`src/rtl/pow2_decimator.sv`:
```
module pow2_decimator #(
  parameter int DATA_W  = 14,
  parameter int EXP_W   = 4,
  parameter int MAX_EXP = 15
) (
  input  logic              clk,
  input  logic              rst,
  input  logic [EXP_W-1:0]  exp_sel,
  input  logic [DATA_W-1:0] smp_in,
  output logic [DATA_W-1:0] smp_out,
  output logic              smp_vld
);

  localparam int CNT_W = (MAX_EXP < 1) ? 1 : MAX_EXP;

  logic [EXP_W-1:0] exp_eff;
  logic [EXP_W-1:0] exp_q;
  logic [CNT_W-1:0] cnt_q;
  logic [CNT_W-1:0] cnt_now;
  logic [CNT_W-1:0] low_mask;
  logic             restart;
  logic             take;

  assign exp_eff  = (32'(exp_sel) > MAX_EXP) ? EXP_W'(MAX_EXP) : exp_sel;
  assign restart  = exp_eff != exp_q;
  assign cnt_now  = restart ? '0 : cnt_q;
  assign low_mask = ~({CNT_W{1'b1}} << exp_eff);
  assign take     = (cnt_now & low_mask) == '0;

  always_ff @(posedge clk) begin
    if (rst) begin
      cnt_q   <= '0;
      exp_q   <= '0;
      smp_vld <= 1'b0;
      smp_out <= '0;
    end else begin
      cnt_q   <= cnt_now + 1'b1;
      exp_q   <= exp_eff;
      smp_vld <= take;
      if (take) smp_out <= smp_in;
    end
  end

  a_r1_reset_quiet: assert property (@(posedge clk)
    rst |=> (!smp_vld && smp_out == '0));

  a_r2_pass_all: assert property (@(posedge clk) disable iff (rst)
    (exp_eff == '0) |=> (smp_vld && smp_out == $past(smp_in)));

  a_r5_hold: assert property (@(posedge clk) disable iff (rst)
    !smp_vld |-> $stable(smp_out));

  a_r6_restart_emits: assert property (@(posedge clk) disable iff (rst)
    restart |=> smp_vld);

  a_r7_clamp_range: assert property (@(posedge clk) disable iff (rst)
    32'(exp_q) <= MAX_EXP);

  a_r8_spacing: assert property (@(posedge clk) disable iff (rst)
    (smp_vld && $past(smp_vld)) |-> (exp_q == '0 || exp_q != $past(exp_q)));

endmodule

```
`config.mk`:
```
export PLATFORM = sky130hd
export DESIGN_NAME = pow2_decimator
export DESIGN_NICKNAME = d
export VERILOG_FILES = /design/src/rtl/pow2_decimator.sv
export SDC_FILE = /design/constraint.sdc
export NUM_CORES = 1
export LEC_CHECK = 0
export BUFFER_PORTS_ARGS = -buffer_cell sky130_fd_sc_hd__buf_2
export CAP_MARGIN = 10
export CELL_PAD_IN_SITES_DETAIL_PLACEMENT = 1
export CELL_PAD_IN_SITES_GLOBAL_PLACEMENT = 1
export CORE_AREA = 2 2 68 70
export DETAILED_ROUTE_END_ITERATION = 6
export DIE_AREA = 0 0 70 72
export GPL_TIMING_DRIVEN = 0
export PLACE_DENSITY = 0.78
export SKIP_CTS_REPAIR_TIMING = 1
export SKIP_LAST_GASP = 1
export SLEW_MARGIN = 25
export SYNTH_ARGS = -nofsm -noshare
export SYNTH_HDL_FRONTEND = slang
export SYNTH_SLANG_ARGS = --single-unit
```
`constraint.sdc`:
```
create_clock -name clk -period 2.65 [get_ports clk]
set_clock_uncertainty 0.2 [all_clocks]
set_input_delay 0.3975 -clock clk [delete_from_list [all_inputs] [get_ports clk]]
set_output_delay 0.3975 -clock clk [all_outputs]
set_load 0.005 [all_outputs]
```
* Word-level counts from Yosys, hierarchy flattened
Cells that the tools add are included.
W data, S select, Z words.
** Word-level totals
- Input bits :: 20
- RAM bits :: 0
- Latch bits :: 0
- Memories :: 0
- Logic and storage cells :: 11
- Memory bits (read-only) :: 0
- Flip-flop bits (word level) :: 34
** Operators by class
- Equal/unequal tests :: 1
- Div/mod/pow operators :: 0
- Magnitude comparators :: 0
- Multipliers :: 0
- Muxes and demuxes :: 1
- $add $sub $neg :: 1
- Bitwise operators :: 2
- Reductions and logical operators :: 1
- Shift-type cells :: 1
** Operator list (number)
- $add A15 B1 Y15 const B :: 1
- $and A15 B15 Y15 :: 1
- $logic_not A15 Y1 :: 1
- $mux W15 :: 1
- $not A15 Y15 :: 1
- $shl A15 B4 Y15 const A :: 1
- $ne A4 B4 Y1 :: 1

* Depth between registers and ports, before layout
Gate-level depths: netlist of the first run.
- Word-level depth :: 4
- Depth in mapped cells :: 10
- Depth with buffers taken out :: 9

* Worst setup path before layout of the first run
No wires, ideal clock.
- Path kind :: input port to flip-flop
- Start :: input exp_sel[1]
- End :: register cnt_q[10]
- Path buffers :: 1
- Slack :: 0.276 ns
- Stages :: 10
- Data arrival time :: 2.057 ns
- Path through :: buf_6 -> xor2_2 -> nor4_4 -> and2_2 -> ha_1 -> nand3_1 -> nor3_1 -> nand3_1 -> xor2_1 -> nor2_1
** Between the ends
- Word-level cells in the longest chain between the ends :: 3
** Ends and longest elaborated chain
- from (decl) :: line 8 : input logic [EXP_W-1:0] exp_sel,
- $ne A4 B4 Y1 :: line 25 : assign restart = exp_eff != exp_q;
- $mux W15 :: line 26 : assign cnt_now = restart ? '0 : cnt_q;
- $add A15 B1 Y15 :: line 37 : cnt_q <= cnt_now + 1'b1;
- to (signal assigned) :: line 37
- to (decl) :: line 18 : logic [CNT_W-1:0] cnt_q;
Every way passes these cells.
A chain may end at the register's enable or synchronous reset.

* Worst setup path after layout of the first run
- Start :: register exp_q[1]
- End :: register cnt_q[10]
** Between the ends
- Word-level cells in the longest chain between the ends :: 3
** Ends and longest elaborated chain
- from (decl) :: line 17 : logic [EXP_W-1:0] exp_q;
- from (signal assigned) :: line 38 : exp_q <= exp_eff;
- $ne A4 B4 Y1 :: line 25
- $mux W15 :: line 26
- $add A15 B1 Y15 :: line 37
Every way passes these cells.

==> results of run 1 <==
==> power groups by stage <==
| stage | combinational [mW] | sequential [mW] | clock (mW) |
|---|---|---|---|
| after global routing | 0.115 | 0.542 | 0.438 |
| final | 0.103 | 0.540 | 0.397 |
| after global placement | 0.101 | 0.551 | 0 |
| after CTS | 0.105 | 0.540 | 0.411 |
| after detailed placement | 0.105 | 0.552 | 0 |
| after floorplan | 0.0632 | 0.552 | 0 |
==> critical path, stage by stage, from the launching register on <==
cell and delay [ns]:
dfxtp_1 0.32, xor2_2 0.15, nor4_4 0.38, and2_2 0.22
ha_1 0.21, nand3_1 0.14, nor3_1 0.33, nand3_1 0.14
xor2_1 0.15, nor2_1 0.05
==> layer usage <==
| metal | global-route usage [%] | vias up | part of all wire (%) |
|---|---|---|---|
| met1 | 19.9 | 609 | 44 |
| met2 | 26.7 | 24 | 49 |
| met5 | 0 | - | 0 |
| met3 | 3.06 | 6 | 4.5 |
| met4 | 7.69 | 0 | 1.6 |
| li1 | - | 661 | - |
==> cells by family after synthesis <==
logic type / Yosys count / synth area share, %
AND/OR/NAND/NOR: 79 / 27.0
flip-flops: 34 / 41.5
AO/OA/AOI/OAI: 19 / 8.02
XOR/XNOR: 16 / 9.01
buffers and inverters: 14 / 5.11
multiplexers: 14 / 8.55
adder cells (fa/ha/maj): 1 / 0.763
==> per-stage QoR <==
step / hold WS, ns / instances / utilization [%] / setup slack [ns]
finish: 0.160 / 267 / 45.6 / 0.240
global route: 0.162 / 267 / 45.6 / 0.0106
CTS: 0.155 / 267 / 45.6 / 0.193
detailed placement: 0.265 / 259 / 43.5 / -0.0149
global placement: 0.259 / 259 / 43.5 / 0.00730
floorplan: 0.268 / 177 / - / 0.276
==> how the worst min path moves through the flow <==
stage                     start     endpoint  slack (ns)  cells after the start
floorplan           smp_out[10]  smp_out[10]        0.27                      2
global placement     smp_out[1]   smp_out[1]        0.26                      2
detailed placement  smp_out[10]  smp_out[10]        0.26                      2
CTS                   smp_in[7]   smp_out[7]        0.16                      3
global route          smp_in[6]   smp_out[6]        0.16                      3
finish                smp_in[7]   smp_out[7]        0.16                      3
==> area by class of cell <==
cell class                      instances  area share, %
Tap cell                               52           3.34
Multi-Input combinational cell        129           45.0
Buffer                                 10           3.54
Clock inverter                          1          0.257
Inverter                                4          0.772
Timing Repair Buffer                   30           7.72
Clock buffer                            7           4.44
Sequential cell                        34           35.0
==> flip-flops by register name, summed over array words and instances, names as in the netlist <==
name     flops
smp_vld      1
cnt_q       15
exp_q        4
smp_out     14
==> layout by cell type, fill, tap and decap left out, types with 3 or more instances in the layout <==
cell type,n
o21ai_0,4
nand2b_1,28
xnor2_1,3
nor3_1,4
buf_2,33
clkbuf_8,6
nand3_1,5
nor2_1,19
a21oi_1,7
nand2_1,7
mux2i_1,14
and3_1,3
xor2_1,12
clkbuf_1,5
dfxtp_1,34
inv_1,4
==> results.toml, run 1 <==
[worst_setup_path]
crit_type = "flop to flop"
required_ns = 2.63
end_kind = "flop"
r2r_start = "exp_q[1]"
worstReg2RegEnd = "cnt_q[10]"
r2r_cells = 9
worst-path-max-fanout = 5
startpoint_type = "flop"
worstSetupStartpoint = "exp_q[1]"
endpoint = "cnt_q[10]"
crit_arrival_ns = 2.39
regToRegSetupSlack_ns = 0.24

[power]
peakVddDrop_uv = 318
pwr-share-seq_pct = 51.9
p_clk_share_pct = 38.2
p_leak_nw = 0.742
p_total_mw = 1.04
p_comb_share_pct = 9.9
p_per_area_nw_per_um2 = 534
swShare_pct = 24.0
power_report.internal_total_mw = 0.790
p_sw_mw = 0.250

[sta]
setup_tns_ns = 0
setup_viol = 0
finalHoldViolCount = 0
finalCritPeriodShare_pct = 90.9
post-route-min-period_ns = 2.41
rsz0062_at_grt = "no"
max_freq_ghz = 0.415
slew_headroom_pct = 72.2
slew_violations = 0
tightest_slew_ns = 0.416

[run]
cap_viol_max_count = 0

[clocking]
clk_latency_ns = 0.29
cts_sinks = 34
clk_pin_slew_ns = 0.07
cts_tree = "built"
cts_buffers = 5
htree_levels = 2
root_buffer = "clkbuf_8"
clock_path_buffers = 2

[place]
finalWeightedCongestion = 0.715
io_buffers = 30
placed_area_um2 = 1850
hpwl_mm = 2.74

[finish]
num-fill-cells = 509
regArea_um2 = 681
syn2layout_area_growth_pct = 18.7
n_antenna_cell = 0
multi_input_area_um2 = 875
layout-drive-gt1-share_pct = 23.3
final_area_um2 = 1950
layout.nets = 235

[synth]
synth_most_common_cell = "dfxtp_1"
postSynth.asyncResetShare_pct = 0
yosys.area.top_type_share_pct = 41.5
synth_edf_count = 0
synth_flop_cell = "dfxtp_1"
synth_area_um2 = 1640
synth_top_cell_by_area = "dfxtp_1"
yosysSeqAreaShare_pct = 41.5
ys_warn_count = 0
syn_avg_cell_area_um2 = 9.26
ys_top_cells_by_area = "dfxtp_1 (42%), nand2b_1 (11%), mux2i_1 (8.5%), xor2_1 (6.4%), nor2_1 (4.4%)"
postSynthCellCount = 177
synth_common_cells = "dfxtp_1 (34), nand2b_1 (28), nor2_1 (19)"
synth_seq_cells = 34
synthesis.nets = 198
yosysUniqueCellTypes = 36

[die]
die-area_um2 = 5040
die_y_um = 72
die_x_um = 70
core_um2 = 4260
fp-row-count = 24
pin_count = 35
start_util_pct = 38.4

[global_route]
grt_remaining_overflow = 0
grt_max_degree = 11
grt_usage_pct = 15.9
antenna_found_initial = 0
grt_pass1_vias = 1348
grt_pass1_wl_mm = 6.33

[route]
drtPass1Iterations = 4
totalWireLength_mm = 3.61
drc = 0
num_vias = 1300
wire_per_inst_um = 13.5
ant_nets = 0
vias_per_cell = 4.87
drt_iter0_drc = 79

[worst_hold_path]
worstHoldPathType = "input pin to flop"

[outcome]
status = "complete, no violations"
(Power assumes the default switching activity.)
==> inputs of run 2 (changes only) <==
BUFFER_PORTS_ARGS = -buffer_cell sky130_fd_sc_hd__clkbuf_2   (was -buffer_cell sky130_fd_sc_hd__buf_2)
==> results.toml, run 2 (synthesis results as in run 1) <==
[route]
drt_iter0_drc = 49
totalWireLength_mm = 3.61
drc = 0
num_vias = 1343
wire_per_inst_um = 13.5
ant_nets = 0
vias_per_cell = 5.03
drtPass1Iterations = 4

[sta]
fin_ws_ns = 0.278
post-route-min-period_ns = 2.37
setup_tns_ns = 0
setup_viol = 0
max_freq_ghz = 0.422
slew_violations = 0
rsz0062_at_grt = "no"
slew_headroom_pct = 73.3
tightest_slew_ns = 0.400
finalCritPeriodShare_pct = 89.5
finalHoldViolCount = 0

[worst_hold_path]
worstHoldPathType = "input pin to flop"

[global_route]
grt_remaining_overflow = 0
antenna_found_initial = 0
grt_max_degree = 11
grt_usage_pct = 15.9
grt_pass1_wl_mm = 6.33
grt_pass1_vias = 1393

[worst_setup_path]
required_ns = 2.62
worst-path-max-fanout = 5
end_kind = "flop"
startpoint_type = "flop"
crit_arrival_ns = 2.35
critical_path.cell_chain = "xor2_1, nor4_4, and2_2, ha_1, nand3_1, nor3_1, nand3_1, xor2_1, nor2_1"
cpMaxStageDelayCell = "nor4_4"
slowest_delay_ns = 0.37
crit_type = "flop to flop"

[finish]
syn2layout_area_growth_pct = 18.7
top_register = "cnt_q"
layout.nets = 235
final_common_cell = "dfxtp_1"
fin_util_pct = 45.6
layout-drive-gt1-share_pct = 23.3
largest_register_ffs = 15
num-fill-cells = 527
n_antenna_cell = 0
reg_top3 = "cnt_q: 15 flops, smp_out: 14 flops, exp_q: 4 flops"
final_cell_mix = "dfxtp_1 (34), clkbuf_2 (30), nand2b_1 (28)"

[die]
die_x_um = 70
die-area_um2 = 5040
pin_count = 35
fp-row-count = 24
core_um2 = 4260
start_util_pct = 38.4
die_y_um = 72

[clocking]
cts_tree = "built"
root_buffer = "clkbuf_8"
cts_buffers = 5
clk_latency_ns = 0.28
clk_pin_slew_ns = 0.07
cts_sinks = 34
htree_levels = 2
clock_path_buffers = 2

[power]
p_leak_nw = 0.740
p_per_area_nw_per_um2 = 533
peakVddDrop_uv = 271

[place]
io_buffers = 30
finalWeightedCongestion = 0.708
hpwl_mm = 2.74
post-place-ws_ns = -0.0120

[run]
cap_viol_max_count = 0

[outcome]
status = "complete, no violations"
-- run 2: where the power goes --
part | switching (mW) | internal (mW) | leakage (nW) | total, mW
Clock | 0.184 | 0.210 | 0.0482 | 0.393
Combinational | 0.0522 | 0.0509 | 0.412 | 0.103
Sequential | 0.0105 | 0.530 | 0.280 | 0.540
Total | 0.247 | 0.790 | 0.740 | 1.04
-- run 2: worst paths after layout --
kind                     from     endpoint  slack (ns)  cells after the start
setup / recovery     exp_q[0]    cnt_q[10]        0.28                      9
hold / removal     smp_in[12]  smp_out[12]        0.14                      3
hold reg to reg   smp_out[10]  smp_out[10]        0.28                      2
setup reg to reg     exp_q[0]    cnt_q[10]        0.28                      9
-- run 2: layout make-up --
cell class	count	area, um^2	share of cell area (%)
multi-input combinational	129	875	45.0
sequential	34	681	35.0
timing repair buffer	30	150	7.72
clock buffer	7	86.3	4.44
buffer	10	68.8	3.54
tap	52	65.1	3.34
inverter	4	15.0	0.772
clock inverter	1	5.00	0.257
-- run 2: metrics by stage --
step / power, mW / cell area [um^2] / hold WS (ns) / cells
2_1_floorplan: 0.615 / 1640 / 0.268 / 177
3_3_place_gp: 0.653 / 1850 / 0.262 / 259
3_5_place_dp: 0.657 / 1850 / 0.274 / 259
4_1_cts: 1.06 / 1950 / 0.135 / 267
5_1_grt: 1.09 / 1950 / 0.164 / 267
6_report: 1.04 / 1950 / 0.145 / 267
-- run 2: layer usage --
metal | track usage (%) | up-vias | share of wire, % | routed length (um)
met5 | 0 | - | 0 | 0
met4 | 7.05 | 0 | 1.7 | 60
met1 | 18.1 | 652 | 42 | 1530
li1 | - | 665 | - | -
met2 | 28.5 | 20 | 53 | 1930
met3 | 3.75 | 6 | 2.5 | 90
-- run 2: critical path, delay by kind of cell, from the launching register on --
family,cells,cell delay [ns]
flip-flops,1,0.31
adder cells (fa/ha/maj),1,0.22
XOR/XNOR,2,0.33
AND/OR/NAND/NOR,6,1.20
